### src/rtl/icc_pkg.sv
package icc_pkg;

    localparam int CTL_W = 2;

    typedef struct packed {
        logic fi;   // bit 1: flash-invalidate request
        logic en;   // bit 0: cache enable
    } ctl_t;

    typedef enum logic [1:0] {
        RT_IDLE   = 2'd0,
        RT_HIT    = 2'd1,
        RT_LINE   = 2'd2,
        RT_SINGLE = 2'd3
    } route_e;

    function automatic route_e pick_route(
        input logic fv,
        input logic en,
        input logic inh,
        input logic flash,
        input logic match
    );
        route_e r;
        if (!fv)                  r = RT_IDLE;
        else if (!en || inh)      r = RT_SINGLE;
        else if (match && !flash) r = RT_HIT;
        else                      r = RT_LINE;
        return r;
    endfunction

endpackage

### src/rtl/icc_ctrl_reg.sv
module icc_ctrl_reg
    import icc_pkg::*;
(
    input  logic             clk,
    input  logic             rst,
    input  logic             soft_rst,
    input  logic             we,
    input  logic [CTL_W-1:0] wdata,
    output ctl_t             ctl,
    output logic             flash_now
);
    ctl_t ctl_q;

    always_ff @(posedge clk) begin
        if (rst || soft_rst) begin
            ctl_q <= '0;
        end else if (we) begin
            ctl_q <= ctl_t'(wdata);
        end else if (ctl_q.fi && ctl_q.en) begin
            ctl_q.fi <= 1'b0;
        end
    end

    assign ctl       = ctl_q;
    assign flash_now = ctl_q.fi & ctl_q.en;
endmodule

### src/rtl/icc_tag_store.sv
module icc_tag_store #(
    parameter int LINES = 16,
    parameter int TAG_W = 23,
    localparam int IDX_W = $clog2(LINES)
) (
    input  logic             clk,
    input  logic             rst,
    input  logic             flash,
    input  logic             fill_en,
    input  logic [IDX_W-1:0] fill_idx,
    input  logic [TAG_W-1:0] fill_tag,
    input  logic [IDX_W-1:0] rd_idx,
    input  logic [TAG_W-1:0] rd_tag,
    output logic             rd_match
);
    logic [LINES-1:0] line_vld;
    logic [TAG_W-1:0] line_tag [LINES];

    for (genvar i = 0; i < LINES; i++) begin : g_line
        logic             v_q;
        logic [TAG_W-1:0] t_q;
        logic             sel;

        assign sel = fill_en && (fill_idx == IDX_W'(i));

        always_ff @(posedge clk) begin
            if (rst || flash) begin
                v_q <= 1'b0;
            end else if (sel) begin
                v_q <= 1'b1;
            end
        end

        always_ff @(posedge clk) begin
            if (rst) begin
                t_q <= '0;
            end else if (sel && !flash) begin
                t_q <= fill_tag;
            end
        end

        assign line_vld[i] = v_q;
        assign line_tag[i] = t_q;
    end

    assign rd_match = line_vld[rd_idx] && (line_tag[rd_idx] == rd_tag);
endmodule

### src/rtl/icc_route.sv
module icc_route
    import icc_pkg::*;
(
    input  logic fetch_valid,
    input  logic fetch_inhibit,
    input  logic en,
    input  logic flash,
    input  logic match,
    output logic lookup_req,
    output logic hit,
    output logic down_req,
    output logic down_burst,
    output logic down_inhibit
);
    route_e rt;

    always_comb begin
        rt           = pick_route(fetch_valid, en, fetch_inhibit, flash, match);
        lookup_req   = fetch_valid && en && !fetch_inhibit;
        hit          = (rt == RT_HIT);
        down_req     = (rt == RT_LINE) || (rt == RT_SINGLE);
        down_burst   = (rt == RT_LINE);
        down_inhibit = fetch_inhibit;
    end
endmodule

### src/rtl/icc_top.sv
module icc_top
    import icc_pkg::*;
#(
    parameter int ADDR_W     = 32,
    parameter int LINE_BYTES = 32,
    parameter int LINES      = 16,
    localparam int OFF_W = $clog2(LINE_BYTES),
    localparam int IDX_W = $clog2(LINES),
    localparam int TAG_W = ADDR_W - OFF_W - IDX_W
) (
    input  logic              clk,
    input  logic              rst,
    input  logic              soft_rst,
    input  logic              cfg_we,
    input  logic [1:0]        cfg_wdata,
    output logic [1:0]        cfg_rdata,
    input  logic              fetch_valid,
    input  logic [ADDR_W-1:0] fetch_addr,
    input  logic              fetch_inhibit,
    input  logic              fill_valid,
    input  logic [ADDR_W-1:0] fill_addr,
    output logic              lookup_req,
    output logic              hit,
    output logic              down_req,
    output logic              down_burst,
    output logic              down_inhibit
);
    ctl_t ctl;
    logic flash_now;
    logic match;
    logic fill_en;

    icc_ctrl_reg u_ctrl (
        .clk       (clk),
        .rst       (rst),
        .soft_rst  (soft_rst),
        .we        (cfg_we),
        .wdata     (cfg_wdata),
        .ctl       (ctl),
        .flash_now (flash_now)
    );

    assign fill_en = fill_valid && ctl.en && !flash_now;

    icc_tag_store #(.LINES(LINES), .TAG_W(TAG_W)) u_tags (
        .clk      (clk),
        .rst      (rst),
        .flash    (flash_now),
        .fill_en  (fill_en),
        .fill_idx (fill_addr[OFF_W +: IDX_W]),
        .fill_tag (fill_addr[ADDR_W-1 -: TAG_W]),
        .rd_idx   (fetch_addr[OFF_W +: IDX_W]),
        .rd_tag   (fetch_addr[ADDR_W-1 -: TAG_W]),
        .rd_match (match)
    );

    icc_route u_route (
        .fetch_valid   (fetch_valid),
        .fetch_inhibit (fetch_inhibit),
        .en            (ctl.en),
        .flash         (flash_now),
        .match         (match),
        .lookup_req    (lookup_req),
        .hit           (hit),
        .down_req      (down_req),
        .down_burst    (down_burst),
        .down_inhibit  (down_inhibit)
    );

    assign cfg_rdata = ctl;
endmodule

### config.mk
export PLATFORM = sky130hd
export DESIGN_NAME = icc_top
export DESIGN_NICKNAME = d
export VERILOG_FILES = /design/src/rtl/icc_pkg.sv /design/src/rtl/icc_ctrl_reg.sv /design/src/rtl/icc_tag_store.sv /design/src/rtl/icc_route.sv /design/src/rtl/icc_top.sv
export SDC_FILE = /design/constraint.sdc
export NUM_CORES = 1
export LEC_CHECK = 0
export BUFFER_PORTS_ARGS = -buffer_cell sky130_fd_sc_hd__buf_2
export CAP_MARGIN = 20
export CORE_UTILIZATION = 55
export DETAILED_ROUTE_END_ITERATION = 10
export GPL_TIMING_DRIVEN = 0
export PLACE_DENSITY_LB_ADDON = 0.05
export SYNTH_ARGS = -nofsm -noshare
export SYNTH_HDL_FRONTEND = slang
export SYNTH_HIERARCHICAL = 1
export SYNTH_SLANG_ARGS = --single-unit
### constraint.sdc
create_clock -name clk -period 4 [get_ports clk]
set_input_delay 0.8 -clock clk [delete_from_list [all_inputs] [get_ports clk]]
set_output_delay 0.8 -clock clk [all_outputs]
set_load 0.01 [all_outputs]
### Word level (Yosys, flattened, before mapping)

Cells that the tools add are included.

| operators by class | value |
|---|---|
| $lt $le $gt $ge | 2 |
| eq/ne operators | 19 |
| multiplexer cells | 10 |
| bitwise logic cells | 2 |
| reduce and logical (&&, ||, !) cells | 48 |

Operators by type and width:

| operator | count |
|---|---|
| 23-bit binary-select mux with 4-bit select | 1 |
| 23-bit 2-to-1 mux | 2 |
| 1-bit logical AND | 39 |
| 4-bit == test (second input constant) | 8 |
| 23-bit == test | 1 |
| 4-bit by 3-bit == test with 1-bit output (second input constant) | 4 |
| 4-bit by 2-bit == test with 1-bit output (second input constant) | 2 |
| 2-bit 2-to-1 mux | 3 |
| 5-bit >= comparator (second input constant) | 1 |
| 4-bit by 5-bit < comparator with 1-bit output (second input constant) | 1 |
| 4-bit inverter with 5-bit output | 1 |
| 1-bit binary-select mux with 4-bit select | 1 |
| 2-bit == test (second input constant) | 2 |
| 4-bit by 1-bit == test with 1-bit output (second input constant) | 1 |
| 4-bit zero test | 1 |
| 1-bit logical OR | 4 |
| 1-bit zero test | 3 |
| 1-bit 2-to-1 mux | 3 |
| 2-bit by 1-bit == test with 1-bit output (second input constant) | 1 |
| 2-bit nonzero test | 1 |
| 1-bit bitwise AND | 1 |

| storage, ports and cells | value |
|---|---|
| register bits | 386 |
| input bits | 73 |
| output and inout port bits | 7 |
| logic and storage cells | 115 |

### Longest topological paths before layout

| logic depth | value |
|---|---|
| depth after elaboration | 12 |
| depth in mapped cells | 13 |
| mapped depth without buffers | 9 |

### Modules after synthesis

Netlist, hierarchy kept.

By module, submodules not included:

| module | instances | cells each | area each (um^2) | sequential area each (um^2) |
|---|---|---|---|---|
| icc_tag_store | 1 | 2,019 | 16,754.8 | 7,687.4 |
| icc_ctrl_reg | 1 | 8 | 87.6 | 40.0 |
| icc_route | 1 | 9 | 67.6 | 0.0 |
| icc_top | 1 | 1 | 8.8 | 0.0 |

### Worst setup path after synthesis

Ideal clock, no wire load.

| timing path | value |
|---|---|
| path type | input to output |
| start point | input port fetch_addr[5] |
| end point | output port down_req |
| data arrival time | 2.955 ns |
| data required time | 3.200 ns |
| slack | 0.245 ns |
| stages | 11 |
| buffers on the path | 2 |
| cells stage by stage | buf_2 > buf_2 > mux4_2 > mux2i_1 > mux2i_1 > xor2_1 > nor4_1 > nand3_1 > nor4_2 > nor2b_1 > a31oi_1 |

| between the ends | value |
|---|---|
| cells in the longest elaborated chain, start to end | 12 |

RTL lines:

| what | RTL line | source |
|---|---|---|
| from (decl) | icc_top.sv:18 | `input logic [ADDR_W-1:0] fetch_addr,` |
| 4-bit inverter with 5-bit output (implied by the code) | icc_tag_store.sv:46 | `assign rd_match = line_vld[rd_idx] && (line_tag[rd_idx] == rd_tag);` |
| 23-bit binary-select mux with 4-bit select | icc_tag_store.sv:46 |  |
| 23-bit 2-to-1 mux (implied by the code) (2 in series) | icc_tag_store.sv:46 |  |
| 23-bit == test | icc_tag_store.sv:46 |  |
| 1-bit logical AND (*) | icc_tag_store.sv:46 |  |
| via match | icc_top.sv:30 | `logic match;` |
| 1-bit logical AND (*) | icc_pkg.sv:27 | `else if (match && !flash) r = RT_HIT;` |
| 2-bit 2-to-1 mux (*) | icc_pkg.sv:27 |  |
| 2-bit 2-to-1 mux (*) | icc_pkg.sv:26 | `else if (!en \|\| inh) r = RT_SINGLE;` |
| 2-bit 2-to-1 mux (*) | icc_pkg.sv:25 | `if (!fv) r = RT_IDLE;` |
| 2-bit == test | icc_route.sv:21 | `down_req = (rt == RT_LINE) \|\| (rt == RT_SINGLE);` |
| 1-bit logical OR (*) | icc_route.sv:21 |  |
| to (decl) | icc_top.sv:24 | `output logic down_req,` |

Mark *: on every way through the listed nets, which the timed path passes. The rest lies on a longest branch. The select of a mux whose other input is x is not followed.

### Worst setup path after layout

| timing path | value |
|---|---|
| start point | input port fetch_addr[6] |
| end point | output port down_req |

Same word-level chain as after synthesis.

==> impl_results.md <==
- Synth cell types: 50
- Max Clock Skew: 0.0184 ns
- Final min period: between 4 and 5 ns
- VDD IR max: between 0.3 and 0.4 mV
- Number of warnings issued by yosys: 6
- Drt total wl: about 62,000 µm
- Fin crit share: 113%
- Fraction of registers with async set/reset: 0%
- CTS buffer count: 41
- Count of state elements after synthesis: 386
- R2R depth: 8
- # nets final: 2,216
- Area grow syn2layout: 16.5%
- Nature of the critical path endpoint: primary output
- Critical path's largest stage delay: about 0.44 ns
- Global-route wire length before repair: 91,100 µm
- Levels on crit path: 15
- Post-synth EDFFs: 0
- Die X: ~180 µm
- Vias in the first global route: approximately 15,000
- Antenna Nets Post-Route: 0
- Status: complete, but fails checks
- RSZ-0062 raised after global routing: yes
- CTS tree: yes
- Power Density: roughly 430 mW/mm²
- Drt pass-1 iters: 6
- Chip Height: 177 µm
- Initial core utilization: between 50% and 60%
- Worst path cell trace: buf_12 > buf_12 > buf_16 > buf_8 > mux4_2 > mux2i_1 > mux2i_1 > xor2_1 > nor4_4 > nand3_2 > nor4_4 > buf_4 > nor2b_4 > a31oi_1 > buf_2
- DP HPWL: roughly 44,000 µm
- Sequential share of the synthesized area: a little under half
- Die area: around 0.031 mm²
- Antenna diode count: 0
- Max Slew Vio Count: 0
- Slew HR: approximately 27%
- Clock root buffer: clkbuf_16
- Mapped Area: 0.0169 mm²
- Sw Ratio: between 20% and 30%
- Synth top area share: 45.7%
- Worst hold stages: 2
- Final worst slack: -0.507 ns
- Syn nets: approximately 2,100
- Synth area leaders: dfxtp_1, nand2_1, mux4_2, a21oi_1, clkbuf_1
- CP max FO: 7
- Mapped Cells: just over 2,000
- Commonest cells after routing, fill and taps aside: nand2_1, a21oi_1, dfxtp_1, clkbuf_1, mux4_2
- H-tree levels: 2
- Worst path bufs/invs: 6
- Final setup violation count: 3
- Total GRT Usage: about two fifths
- P_leak: 0.00648 µW
- Reg2Reg Setup Slack: about 0.41 ns
- Largest net degree at the start of global routing: 14
- Critical-path cell with the highest stage delay: nor4_4
- IO Pins: 80
- Gpl congestion: around 0.98
- Failing checks: negative setup slack
- CORE AREA: 0.0300 mm²
- IO buf count: 44
- Initial antenna violation count: 0
- Share of cells above drive strength 1: a little over an eighth
- Vias: 15,900
- Cell family with most CP delay: simple AND/OR/NAND/NOR gates
- Worst skew pair latency: 0.54 ns
- Site row count: 63
- Most common cell after layout, fill and taps aside: nand2_1
- Pint: about 6500 µW
- Total clock sinks: a little under 400
- CP Class: input port to primary output
- Maximum root-to-sink buffer count: 3
- Total Power: between 8000 and 9000 µW
- Cell taking the most area after synthesis: dfxtp_1
- Fin. Hold Viols: 0
- Drt wl/cell: roughly 24 µm
- Grt ovf: 0
- Required @ worst endpoint: ~3.2 ns
- Syn avg cell area: 8.31 µm²
- Total net switching power: 1980 µW
- Maxcap violations: 0
- Reg clk slew, reported paths: 0.06 ns
- Worst hold slack: roughly 0.44 ns
- Fmax: ~220 MHz
- Hold crit path type: input port to register
- Primary FF master, synth: dfxtp_1
- Sequential Power Share: a little under half
- Slew @ Worst Pin: between 1 and 1.5 ns
- CP Launch Type: input port
- DRC Markers: 0
- Starting DRC count in detailed routing: 2,126
- Clock share of power: between 40% and 50%
- WP data arrival: roughly 3.7 ns
- Vias per inst: approximately 6.2
- Comb pwr share: 6.8%
==> state kept, by name (all words and copies together) (netlist names) <==
signal,flops
u_ctrl/ctl,2
u_tags/g_line.t_q,368
u_tags/g_line.v_q,16
==> per-stage QoR <==
step / util [%] / TNS (ns) / instance area (µm²) / cells / setup slack [ns]
after floorplan: - / 0 / 16900 / 2037 / 0.245
after global placement: 58.8 / -4.46 / 17600 / 2471 / -1.53
after detailed placement: 58.8 / -4.40 / 17600 / 2471 / -1.52
after CTS: 65.5 / -1.02 / 19600 / 2561 / -0.391
after global routing: 65.8 / -1.33 / 19700 / 2565 / -0.517
final: 65.8 / -1.35 / 19700 / 2565 / -0.507
==> cells by family (layout without fill, tap and decap cells) <==
kind of cell | after synthesis | count (layout) | share of synthesized area, %
compound gates | 443 | 443 | 14.0
xor+xnor | 31 | 31 | 1.60
buf+inv | 198 | 336 | 4.74
flops | 386 | 386 | 45.7
mux | 127 | 127 | 14.2
simple gates | 852 | 852 | 19.8
==> synth_stat cells, types with 2 or more instances <==
library cell	count
nand2_1	762
a21oi_1	389
dfxtp_1	386
clkbuf_1	160
mux4_2	87
nor2_1	39
mux2i_1	30
xnor2_1	21
buf_2	20
nor2b_1	11
nor3_1	10
xor2_1	10
inv_1	9
o21ai_0	9
mux2_2	8
a22o_1	6
nand2b_1	6
o22ai_1	6
a221oi_1	5
a31oi_1	5
buf_4	5
nor4_1	5
and2_1	4
o221ai_1	4
a211oi_1	3
a221oi_2	3
a22oi_1	3
nand3_1	3
o211ai_1	3
and3b_1	2
buf_6	2
mux4_1	2
o31ai_1	2
==> power groups by stage <==
stage	Clock, µW	Sequential (µW)	Combinational (µW)
3_5_place_dp	0	3940	490
4_1_cts	4070	3850	543
2_1_floorplan	0	3940	270
3_3_place_gp	0	3940	489
5_1_grt	4240	3850	583
6_report	4060	3850	575
==> path summary, 6_finish.rpt <==
check	from	endpoint
min reg2reg	u_tags/g_line[4].t_q[2]	u_tags/g_line[4].t_q[2]
max	fetch_addr[6]	down_req
max reg2reg	u_ctrl/ctl[0]	u_tags/g_line[0].t_q[6]
min	soft_rst	u_ctrl/ctl[1]
==> cell type report <==
class | count | area (µm²)
plain buffers | 188 | 1010
clock buffers | 61 | 1250
clock inverters | 14 | 199
fillers | 2544 | 10300
inverters | 10 | 37.5
multi-input cells | 1453 | 8560
flip-flops and latches | 386 | 7730
well taps | 390 | 488
repair buffers | 63 | 424
==> routing by layer <==
metal	up-vias	wire length (µm)	part of all wire (%)	track usage, %
met5	-	0	0	0.481
met3	195	7370	12	9.68
met4	0	3320	5.3	20.9
met1	7625	24400	39	53.0
met2	1015	27300	44	59.5
li1	7051	-	-	-
==> timing repair <==
action / in CTS / in global routing
pin swaps: 13 / 11
buffers inserted: 14 / 4
endpoints found under the setup margin: 3 / 3
cloned: 1 / 0
resized for setup: 96 / 12
hold buffers: 0 / 0
Power figures use the tool's default switching activity.
